$ cat src/rtl/hlc_pkg.sv
`timescale 1ns/1ps
package hlc_pkg;
    typedef enum logic [1:0] {
        ST_IDLE = 2'd0,
        ST_HIGH = 2'd1,
        ST_LOW  = 2'd2
    } phase_t;
endpackage

$ cat src/rtl/hlc_phase_fsm.sv
`timescale 1ns/1ps
module hlc_phase_fsm
    import hlc_pkg::*;
#(
    parameter int CNT_W = 8,
    localparam int LEN_W = CNT_W + 1
) (
    input  logic             clk_in,
    input  logic             rst_n,
    input  logic [CNT_W-1:0] high_cnt,
    input  logic [CNT_W-1:0] low_cnt,
    input  logic             odd_half,
    output logic             high_q,
    output logic             odd_q,
    output phase_t           phase_st,
    output logic [LEN_W-1:0] rem_cnt,
    output logic [LEN_W-1:0] lo_len
);
    phase_t           nxt_st;
    logic [LEN_W-1:0] cnt_nxt;
    logic [LEN_W-1:0] lo_nxt;
    logic             odd_nxt;
    logic             reload;

    function automatic logic [LEN_W-1:0] widen(input logic [CNT_W-1:0] v);
        if (v == '0)
            return LEN_W'(1) << CNT_W;
        return {1'b0, v};
    endfunction

    // state register
    always_ff @(posedge clk_in or negedge rst_n) begin
        if (!rst_n) begin
            phase_st <= ST_IDLE;
            rem_cnt  <= '0;
            lo_len   <= '0;
            odd_q    <= 1'b0;
        end else begin
            phase_st <= nxt_st;
            rem_cnt  <= cnt_nxt;
            lo_len   <= lo_nxt;
            odd_q    <= odd_nxt;
        end
    end

    // next state
    always_comb begin
        nxt_st  = phase_st;
        cnt_nxt = rem_cnt;
        lo_nxt  = lo_len;
        odd_nxt = odd_q;
        reload  = 1'b0;
        unique case (phase_st)
            ST_IDLE: reload = 1'b1;
            ST_HIGH: begin
                if (rem_cnt == LEN_W'(1)) begin
                    nxt_st  = ST_LOW;
                    cnt_nxt = lo_len;
                end else begin
                    cnt_nxt = rem_cnt - LEN_W'(1);
                end
            end
            ST_LOW: begin
                if (rem_cnt == LEN_W'(1))
                    reload = 1'b1;
                else
                    cnt_nxt = rem_cnt - LEN_W'(1);
            end
            default: nxt_st = ST_IDLE;
        endcase
        if (reload) begin
            nxt_st  = ST_HIGH;
            cnt_nxt = widen(high_cnt);
            lo_nxt  = widen(low_cnt);
            odd_nxt = odd_half;
        end
    end

    // output register
    always_ff @(posedge clk_in or negedge rst_n) begin
        if (!rst_n)
            high_q <= 1'b0;
        else
            high_q <= (nxt_st == ST_HIGH);
    end
endmodule

$ cat src/rtl/hlc_half_shift.sv
`timescale 1ns/1ps
module hlc_half_shift (
    input  logic clk_in,
    input  logic rst_n,
    input  logic high_q,
    input  logic odd_q,
    output logic shaped
);
    logic late_q;

    always_ff @(negedge clk_in or negedge rst_n) begin
        if (!rst_n)
            late_q <= 1'b0;
        else
            late_q <= high_q;
    end

    assign shaped = odd_q ? (high_q & late_q) : high_q;
endmodule

$ cat src/rtl/hlc_out_sel.sv
`timescale 1ns/1ps
module hlc_out_sel (
    input  logic clk_in,
    input  logic rst_n,
    input  logic bypass,
    input  logic shaped,
    output logic clk_out
);
    always_comb begin
        if (!rst_n)
            clk_out = 1'b0;
        else if (bypass)
            clk_out = clk_in;
        else
            clk_out = shaped;
    end
endmodule

$ cat src/rtl/hlc_divider.sv
`timescale 1ns/1ps
module hlc_divider
    import hlc_pkg::*;
#(
    parameter int CNT_W = 8
) (
    input  logic             clk_in,
    input  logic             rst_n,
    input  logic [CNT_W-1:0] high_cnt,
    input  logic [CNT_W-1:0] low_cnt,
    input  logic             bypass,
    input  logic             odd_half,
    output logic             clk_out
);
    localparam int LEN_W = CNT_W + 1;

    logic             high_q;
    logic             odd_lat;
    logic             shaped;
    phase_t           phase_st;
    logic [LEN_W-1:0] rem_cnt;
    logic [LEN_W-1:0] lo_len;

    hlc_phase_fsm #(.CNT_W(CNT_W)) u_fsm (
        .clk_in   (clk_in),
        .rst_n    (rst_n),
        .high_cnt (high_cnt),
        .low_cnt  (low_cnt),
        .odd_half (odd_half),
        .high_q   (high_q),
        .odd_q    (odd_lat),
        .phase_st (phase_st),
        .rem_cnt  (rem_cnt),
        .lo_len   (lo_len)
    );

    hlc_half_shift u_shift (
        .clk_in (clk_in),
        .rst_n  (rst_n),
        .high_q (high_q),
        .odd_q  (odd_lat),
        .shaped (shaped)
    );

    hlc_out_sel u_sel (
        .clk_in  (clk_in),
        .rst_n   (rst_n),
        .bypass  (bypass),
        .shaped  (shaped),
        .clk_out (clk_out)
    );
endmodule

$ cat config.mk
export PLATFORM = sky130hd
export DESIGN_NAME = hlc_divider
export DESIGN_NICKNAME = d
export VERILOG_FILES = /design/src/rtl/hlc_pkg.sv /design/src/rtl/hlc_phase_fsm.sv /design/src/rtl/hlc_half_shift.sv /design/src/rtl/hlc_out_sel.sv /design/src/rtl/hlc_divider.sv
export SDC_FILE = /design/constraint.sdc
export NUM_CORES = 1
export LEC_CHECK = 0
export ABC_AREA = 1
export BUFFER_PORTS_ARGS = -buffer_cell sky130_fd_sc_hd__buf_2
export CORE_MARGIN = 2
export CORE_UTILIZATION = 55
export CTS_BUF_LIST = sky130_fd_sc_hd__clkbuf_8 sky130_fd_sc_hd__clkbuf_16
export DETAILED_ROUTE_END_ITERATION = 6
export PLACE_DENSITY = 0.77
export SYNTH_ARGS = -nofsm -noshare
export SYNTH_HDL_FRONTEND = slang
export SYNTH_SLANG_ARGS = --single-unit
$ cat constraint.sdc
create_clock -name clk_in -period 1.72 [get_ports clk_in]
set_clock_uncertainty 0.15 [all_clocks]
set_input_delay 0.258 -clock clk_in [delete_from_list [all_inputs] [get_ports clk_in]]
set_output_delay 0.258 -clock clk_in [all_outputs]
set_load 0.01 [all_outputs]
==> results of run 1 <==
[cells by family after synthesis]
family | share of synthesized area (%)
and+or+nand+nor | 43.7
buffers and inverters | 8.50
AOI/OAI and AO/OA | 7.89
DFF | 38.2
adders and majority gates | 1.73
[Yosys cell counts]
cell	number
nor2_4	2
nor2_1	50
ha_1	2
o21ai_1	1
nand3b_1	1
nand2_4	2
dfrtn_1	1
nand2_1	56
nand3_1	19
dfrtp_1	21
o21ai_0	14
nor3_1	1
buf_2	2
or2_1	1
nand3_4	1
a21oi_1	6
nor2_2	4
inv_2	5
inv_1	20
clkbuf_1	1
buf_8	1
nand2_2	5
a21oi_2	1
[what timing repair did]
item,CTS,global route
buffers inserted,0,0
endpoints found under the hold margin,30,0
hold buffers,9,0
gates resized for setup,2,11
pin swaps,1,0
endpoints found under the setup margin,2,17
[per-layer routing]
layer  GRT usage [%]  wire, um  up-vias
li1                -         -      757
met1            30.9      1580      693
met2            44.2      1950       40
met3            3.75       149        5
met4            9.76        37        0
met5               0         0        -
[registers in the layout, indices dropped and copies added, names as in the netlist]
name / cells
u_fsm.phase_st: 2
u_fsm.rem_cnt: 9
u_fsm.lo_len: 9
u_fsm.odd_q: 1
u_shift.late_q: 1
[power by group through the flow]
stage | Clock [mW] | Combinational (mW) | Sequential [mW]
finish | 0.688 | 1.40 | 0.959
global route | 0.714 | 1.60 | 0.983
detailed placement | 0.0220 | 1.29 | 0.944
global placement | 0.0220 | 1.27 | 0.943
floorplan | 0.0153 | 0.990 | 0.908
CTS | 0.693 | 1.32 | 0.936
[layout make-up]
type                            instances  area (um2)  share of cell area, %
Inverter                               25        93.8                   5.00
Clock buffer                            7        87.6                   4.67
Timing Repair Buffer                   38         264                   14.1
Sequential cell                        22         552                   29.4
Tap cell                               30        37.5                   2.00
Clock inverter                          1        30.0                   1.60
Multi-Input combinational cell        166         812                   43.3
[per-stage QoR]
step	std cells	area (um2)	setup slack (ns)	total power, mW
6_report	289	1880	-0.672	3.05
3_3_place_gp	273	1630	-0.224	2.23
5_1_grt	289	1880	-0.686	3.29
3_5_place_dp	273	1630	-0.242	2.26
4_1_cts	289	1840	-0.683	2.95
2_1_floorplan	217	1450	-0.156	1.91
[worst max-delay path: cells and delay by family, from the launching register on]
kind | cells | cell delay (ns)
buffers and inverters | 1 | 0.14
AOI/OAI and AO/OA | 2 | 0.19
DFF | 1 | 0.40
[final timing paths]
| check | startpoint | to | slack (ns) |
|---|---|---|---|
| worst max-delay path | u_shift.late_q | clk_out | -0.67 |
| worst min-delay path | low_cnt[0] | u_fsm.lo_len[8] | 0.02 |
| worst max register to register | u_fsm.rem_cnt[1] | u_fsm.rem_cnt[5] | 0.10 |
| worst min register to register | u_fsm.lo_len[1] | u_fsm.lo_len[1] | 0.34 |
| max in group asynchronous | rst_n | u_fsm.rem_cnt[3] | 0.77 |
| min in group asynchronous | rst_n | u_fsm.lo_len[6] | 0.13 |
==> results.sh, run 1 <==
export IMPL_cp_arrival_ns=1.98
export IMPL_setup_violations=1
export IMPL_ys_warnings_count=0
export IMPL_power_density_nw_per_um2=1620
export IMPL_grt_start_max_net_pins=26
export IMPL_seqPwrFrac_pct=31.5
export IMPL_first_pass_iters=5
export IMPL_min_path_cells=4
export IMPL_die_x_um=55.2
export IMPL_worstMarginPinSlew_ns=0.249
export IMPL_synth_area_leaders="dfrtp_1, nand2_1, nor2_1"
export IMPL_nFillCells=206
export IMPL_drtIter0Drc=48
export IMPL_grt_usage_pct=25.2
export IMPL_cp_max_fo=1
export IMPL_synth_distinct_cells=23
export IMPL_vias_per_cell=5.17
export IMPL_layout_common_cells="nand2_1, nor2_1, buf_2, dfrtp_1"
export IMPL_fin_setup_tns_ns=-0.672
export IMPL_hold_path_class="in -> reg"
export IMPL_place_congestion=0.842
export IMPL_clk_pin_slew_ns=0.08
export IMPL_wl_mm=3.71
export IMPL_drc=0
export IMPL_share_comb_of_total_power_pct=46.0
export IMPL_fp_row_count=18
export IMPL_grt_setup_unrepaired="true"
export IMPL_fin_util_pct=75.8
export IMPL_yosys_area_top_type_share_pct=36.4
export IMPL_grt_pass1_vias=1377
export IMPL_syn_nets=239
export IMPL_portBuffers=20
export IMPL_final_common_cell="nand2_1"
export IMPL_irDropWorstVdd_uv=1240
export IMPL_crit_slowest_cell="dfrtn_1"
export IMPL_clk_insertion_delay_late_ns=0.37
export IMPL_path_cells="o21ai_2, a21oi_2, buf_2"
export IMPL_drive_gt1_share_pct=25.9
export IMPL_clock_power_share_pct=22.6
export IMPL_syn_area_per_cell_um2=6.65
export IMPL_max_slew_margin_pct=83.2
export IMPL_core_area_um2=2480
export IMPL_violations="negative setup slack"
export IMPL_cts_tree="yes"
export IMPL_crit_required_ns=1.31
export IMPL_criticalPathCategory="reg -> out"
export IMPL_synthCells=217
export IMPL_status="complete, but fails checks"
export IMPL_startpoint_type="flip-flop"
export IMPL_wl_per_cell_um=12.8
export IMPL_grt_pass1_wl_mm=6.00
export IMPL_antenna_found_initial=0
export IMPL_power_switching_mw=1.26
export IMPL_maxCapViolCount=0
export IMPL_dieHeight_um=55.2
export IMPL_endpoint_kind="output port"
export IMPL_synth_seq_cells=22
export IMPL_p_leak_nw=1.01
export IMPL_num_vias=1495
export IMPL_hold_viol=0
export IMPL_synth_largest_area_cell="dfrtp_1"
export IMPL_start_util_pct=58.2
export IMPL_finalMaxSlewViolations=0
export IMPL_fin_ws_ns=-0.672
export IMPL_gr_total_overflow=0
export IMPL_hold_slack_ns=0.0159
export IMPL_p_int_mw=1.79
export IMPL_switching_share_pct=41.4
export IMPL_r2r_cells=10
export IMPL_num_antenna_cells=0
export IMPL_antenna_left=0
export IMPL_dieArea_um2=3050
export IMPL_syn2layout_area_growth_pct=30.1
export IMPL_ys_seq_area_share_pct=38.2
export IMPL_nets=282
export IMPL_cpPeakStageDelay_ns=0.40
export IMPL_ios=21
export IMPL_syn_cell_area_um2=1440
export IMPL_dp_hpwl_mm=2.41
Note: power is estimated with default switching activity, not from simulation.
==> inputs of run 2 (changes only) <==
==> constraint.sdc (replaced) <==
create_clock -name clk_in -period 1.72 [get_ports clk_in]
set_clock_uncertainty 0.15 [all_clocks]
set_input_delay 0.086 -clock clk_in [delete_from_list [all_inputs] [get_ports clk_in]]
set_output_delay 0.086 -clock clk_in [all_outputs]
set_load 0.01 [all_outputs]
==> results.sh, run 2 (same netlist as run 1, synthesis figures left out) <==
export IMPL_grt_usage_pct=27.1
export IMPL_grt_pass1_vias=1479
export IMPL_wl_per_cell_um=13.5
export IMPL_dp_hpwl_mm=2.38
export IMPL_drtIter0Drc=59
export IMPL_clk_insertion_delay_late_ns=0.37
export IMPL_ios=21
export IMPL_place_inst=269
export IMPL_max_slew_margin_pct=78.7
export IMPL_cpPeakStageDelay_ns=0.40
export IMPL_first_pass_iters=5
export IMPL_hold_path_class="in -> async"
export IMPL_final_common_cell="nand2_1"
export IMPL_cts_tree="yes"
export IMPL_place_area_um2=1600
export IMPL_criticalPathCategory="reg -> out"
export IMPL_grt_setup_unrepaired="true"
export IMPL_status="complete, but fails checks"
export IMPL_dieHeight_um=55.2
export IMPL_endpoint_kind="output port"
export IMPL_die_x_um=55.2
export IMPL_crit_required_ns=1.48
export IMPL_finalMaxSlewViolations=0
export IMPL_grt_start_max_net_pins=26
export IMPL_fp_row_count=18
export IMPL_wl_mm=4.02
export IMPL_cp_arrival_ns=1.95
export IMPL_core_area_um2=2480
export IMPL_irDropWorstVdd_uv=1240
export IMPL_num_antenna_cells=0
export IMPL_path_cells="o21ai_2, a21oi_2, buf_2"
export IMPL_critPathTopFamily="flip-flops"
export IMPL_num_vias=1554
export IMPL_cp_buffers_inverters=1
export IMPL_clk_pin_slew_ns=0.08
export IMPL_hold_viol=0
export IMPL_gr_total_overflow=0
export IMPL_fin_ws_ns=-0.464
export IMPL_crit_slowest_cell="dfrtn_1"
export IMPL_start_util_pct=58.2
export IMPL_hold_slack_ns=0.0792
export IMPL_antenna_left=0
export IMPL_place_congestion=0.851
export IMPL_nets=290
export IMPL_setup_violations=1
export IMPL_design_area_um2=1980
export IMPL_reg2reg_slack_ns=0.03
export IMPL_power_density_nw_per_um2=1580
export IMPL_finalNonFillerCells=297
export IMPL_grt_pass1_wl_mm=6.51
export IMPL_violations="negative setup slack"
export IMPL_p_leak_nw=1.05
export IMPL_startpoint_type="flip-flop"
export IMPL_syn2layout_area_growth_pct=37.4
export IMPL_reg_top3="u_fsm.lo_len x9, u_fsm.rem_cnt x9, u_fsm.phase_st x2"
export IMPL_layout_common_cells="nand2_1, nor2_1, buf_2"
export IMPL_vias_per_cell=5.23
export IMPL_portBuffers=20
export IMPL_worstMarginPinSlew_ns=0.319
export IMPL_cp_max_fo=1
export IMPL_dieArea_um2=3050
export IMPL_maxCapViolCount=0
export IMPL_antenna_found_initial=0
export IMPL_drc=0
export IMPL_drive_gt1_share_pct=26.6
==> run 2: power by group <==
| part | switching, mW | internal [mW] | total, mW |
|---|---|---|---|
| Clock | 0.221 | 0.470 | 0.691 |
| Sequential | 0.207 | 0.762 | 0.968 |
| Combinational | 0.894 | 0.578 | 1.47 |
==> run 2: per-layer routing <==
layer | global-route usage (%) | vias to the layer above | routed length (um) | part of all wire [%]
li1 | - | 773 | - | -
met1 | 33.9 | 702 | 1700 | 42
met2 | 43.2 | 63 | 1950 | 48
met3 | 5.62 | 16 | 221 | 5.5
met4 | 15.7 | 0 | 148 | 3.7
met5 | 0 | - | 0 | 0
==> run 2: cell type report <==
class / count / area, um2
clock buffers: 7 / 87.6
clock inverters: 1 / 30.0
fillers: 157 / 495
inverters: 25 / 93.8
multi-input cells: 166 / 833
flip-flops and latches: 22 / 553
well taps: 30 / 37.5
repair buffers: 46 / 347
==> run 2: path summary, 6_finish.rpt <==
| path | start | to | cells after the start |
|---|---|---|---|
| worst max-delay path | u_shift.late_q | clk_out | 3 |
| worst min-delay path | rst_n | u_fsm.lo_len[4] | 3 |
| worst max register to register | u_fsm.rem_cnt[1] | u_fsm.rem_cnt[0] | 10 |
| worst min register to register | u_fsm.lo_len[3] | u_fsm.lo_len[3] | 2 |
| max in group asynchronous | rst_n | u_shift.late_q | 2 |
| min in group clk_in | odd_half | u_fsm.odd_q | 4 |
==> run 2: repair_timing <==
item / 4_1_cts / 5_1_grt
resized for setup: 1 / 19
buffers inserted: 0 / 3
endpoints found under the setup margin: 4 / 20
pin swaps: 2 / 6
hold buffers: 18 / 0
endpoints found under the hold margin: 39 / 0
==> run 2: worst register-to-register path, stage by stage, from the launching register on <==
cell and delay [ns]:
dfrtp_1 0.40, inv_2 0.09, ha_4 0.16, nand2_4 0.05, nor2_4 0.12, nand3_4 0.12, buf_6 0.16, nand3_1 0.10
nor2_1 0.05, nor2_1 0.13, nor2_1 0.05
==> run 2: stage by stage <==
| stage | setup TNS [ns] | worst slack [ns] | power, mW | util [%] |
|---|---|---|---|---|
| 2_1_floorplan | 0 | 0.00680 | 1.91 | - |
| 3_3_place_gp | -0.0645 | -0.0645 | 2.19 | 64.6 |
| 3_5_place_dp | -0.0641 | -0.0641 | 2.22 | 64.6 |
| 4_1_cts | -0.467 | -0.467 | 2.93 | 76.5 |
| 5_1_grt | -0.591 | -0.519 | 3.37 | 80.0 |
| 6_report | -0.464 | -0.464 | 3.13 | 80.0 |
==> inputs of run 3 (changes only) <==
- CORE_UTILIZATION: 55 -> 35
- PLACE_DENSITY: 0.77 -> 0.53
==> results.sh, run 3 (same netlist as run 1, synthesis figures left out) <==
export IMPL_status="complete, but fails checks"
export IMPL_violations="negative setup slack"
export IMPL_nFillCells=398
export IMPL_setup_violations=1
export IMPL_power_density_nw_per_um2=1470
export IMPL_syn2layout_area_growth_pct=41.9
export IMPL_crit_required_ns=1.48
export IMPL_grt_setup_unrepaired="true"
export IMPL_dp_hpwl_mm=2.84
export IMPL_clk_pin_slew_ns=0.06
export IMPL_cpPeakStageDelay_ns=0.40
export IMPL_grt_pass1_vias=1448
export IMPL_ios=21
export IMPL_p_leak_nw=1.08
export IMPL_finalMaxSlewViolations=0
export IMPL_wl_mm=3.87
export IMPL_place_area_um2=1710
export IMPL_grt_usage_pct=19.9
export IMPL_cts_tree="yes"
export IMPL_fp_row_count=23
export IMPL_core_area_um2=3970
export IMPL_place_congestion=0.872
export IMPL_fin_ws_ns=-0.448
export IMPL_irDropWorstVdd_uv=577
export IMPL_nets=299
export IMPL_final_common_cell="nand2_1"
export IMPL_startpoint_type="flip-flop"
export IMPL_num_antenna_cells=0
export IMPL_vias_per_cell=4.46
export IMPL_maxCapViolCount=0
export IMPL_hold_path_class="in -> async"
export IMPL_cp_arrival_ns=1.93
export IMPL_layout_common_cells="nand2_1, nor2_1, dfrtp_1"
export IMPL_dp_slack_ns=-0.0649
export IMPL_antenna_found_initial=0
export IMPL_die_x_um=68.2
export IMPL_drtIter0Drc=52
export IMPL_crit_slowest_cell="dfrtn_1"
export IMPL_wl_per_cell_um=11.9
export IMPL_worstMarginPinSlew_ns=0.437
export IMPL_layout_area_seq_um2=551
export IMPL_drc=0
export IMPL_hold_viol=0
export IMPL_start_util_pct=36.3
export IMPL_reg_top3="u_fsm.lo_len x9, u_fsm.rem_cnt x9, u_fsm.phase_st x2"
export IMPL_criticalPathCategory="reg -> out"
export IMPL_antenna_left=0
export IMPL_grt_pass1_wl_mm=6.67
export IMPL_dieHeight_um=68.2
export IMPL_drive_gt1_share_pct=28.3
export IMPL_max_slew_margin_pct=70.8
export IMPL_dieArea_um2=4650
export IMPL_cp_max_fo=1
export IMPL_clk_insertion_delay_late_ns=0.37
export IMPL_hold_slack_ns=0.0695
export IMPL_grt_start_max_net_pins=15
export IMPL_num_vias=1453
export IMPL_path_cells="o21ai_2, a21oi_2, buf_2"
export IMPL_multi_input_area_um2=822
export IMPL_design_area_um2=2050
export IMPL_gr_total_overflow=0
export IMPL_first_pass_iters=4
export IMPL_endpoint_kind="output port"
export IMPL_portBuffers=20
-- run 3: path summary, 6_finish.rpt --
path	end	depth (start not counted)	slack, ns	from
max	clk_out	3	-0.45	u_shift.late_q
min	u_shift.late_q	1	0.07	rst_n
max reg2reg	u_fsm.rem_cnt[4]	10	0.13	u_fsm.rem_cnt[0]
min reg2reg	u_fsm.lo_len[3]	2	0.32	u_fsm.lo_len[3]
max in group asynchronous	u_fsm.lo_len[2]	3	0.80	rst_n
min in group clk_in	u_fsm.lo_len[8]	3	0.28	low_cnt[3]
-- run 3: repair_timing --
action	4_1_cts	5_1_grt
resized for setup	2	16
hold buffers	18	0
setup endpoints to repair	3	16
cloned	0	0
setup buffers	0	2
pin swaps	2	4
hold endpoints to repair	39	0
-- run 3: final cells by class --
class | instances | area share, %
well taps | 50 | 3.06
clock buffers | 7 | 4.28
repair buffers | 55 | 20.8
multi-input cells | 166 | 40.2
inverters | 25 | 4.58
flip-flops and latches | 22 | 26.9
clock inverters | 1 | 0.183
-- run 3: layer usage --
metal  wire (um)  up-vias  GRT usage, %
met1        1900      631          25.8
met4          71        0          10.3
li1            -      789             -
met3          94        5          3.78
met2        1810       28          31.3
met5           0        -             0
-- run 3: through the flow --
step / utilization, % / TNS (ns) / std cells / power, mW
2_1_floorplan: - / 0 / 217 / 1.91
3_3_place_gp: 43.1 / -0.0604 / 299 / 2.35
3_5_place_dp: 43.1 / -0.0706 / 299 / 2.36
4_1_cts: 50.0 / -0.467 / 324 / 2.93
5_1_grt: 51.5 / -0.638 / 326 / 3.35
6_report: 51.5 / -0.448 / 326 / 3.01
-- run 3: power by group --
group	total [mW]	switching, mW	leakage [nW]	internal, mW
clock network	0.536	0.218	0.0558	0.318
registers	0.943	0.187	0.262	0.756
logic	1.53	0.874	0.758	0.659
total	3.01	1.28	1.08	1.73
-- run 3: critical path: cells and delay by family, from the launching register on --
kind | cells | cell delay (ns)
AOI/OAI and AO/OA | 2 | 0.14
buffers and inverters | 1 | 0.13
DFF | 1 | 0.40
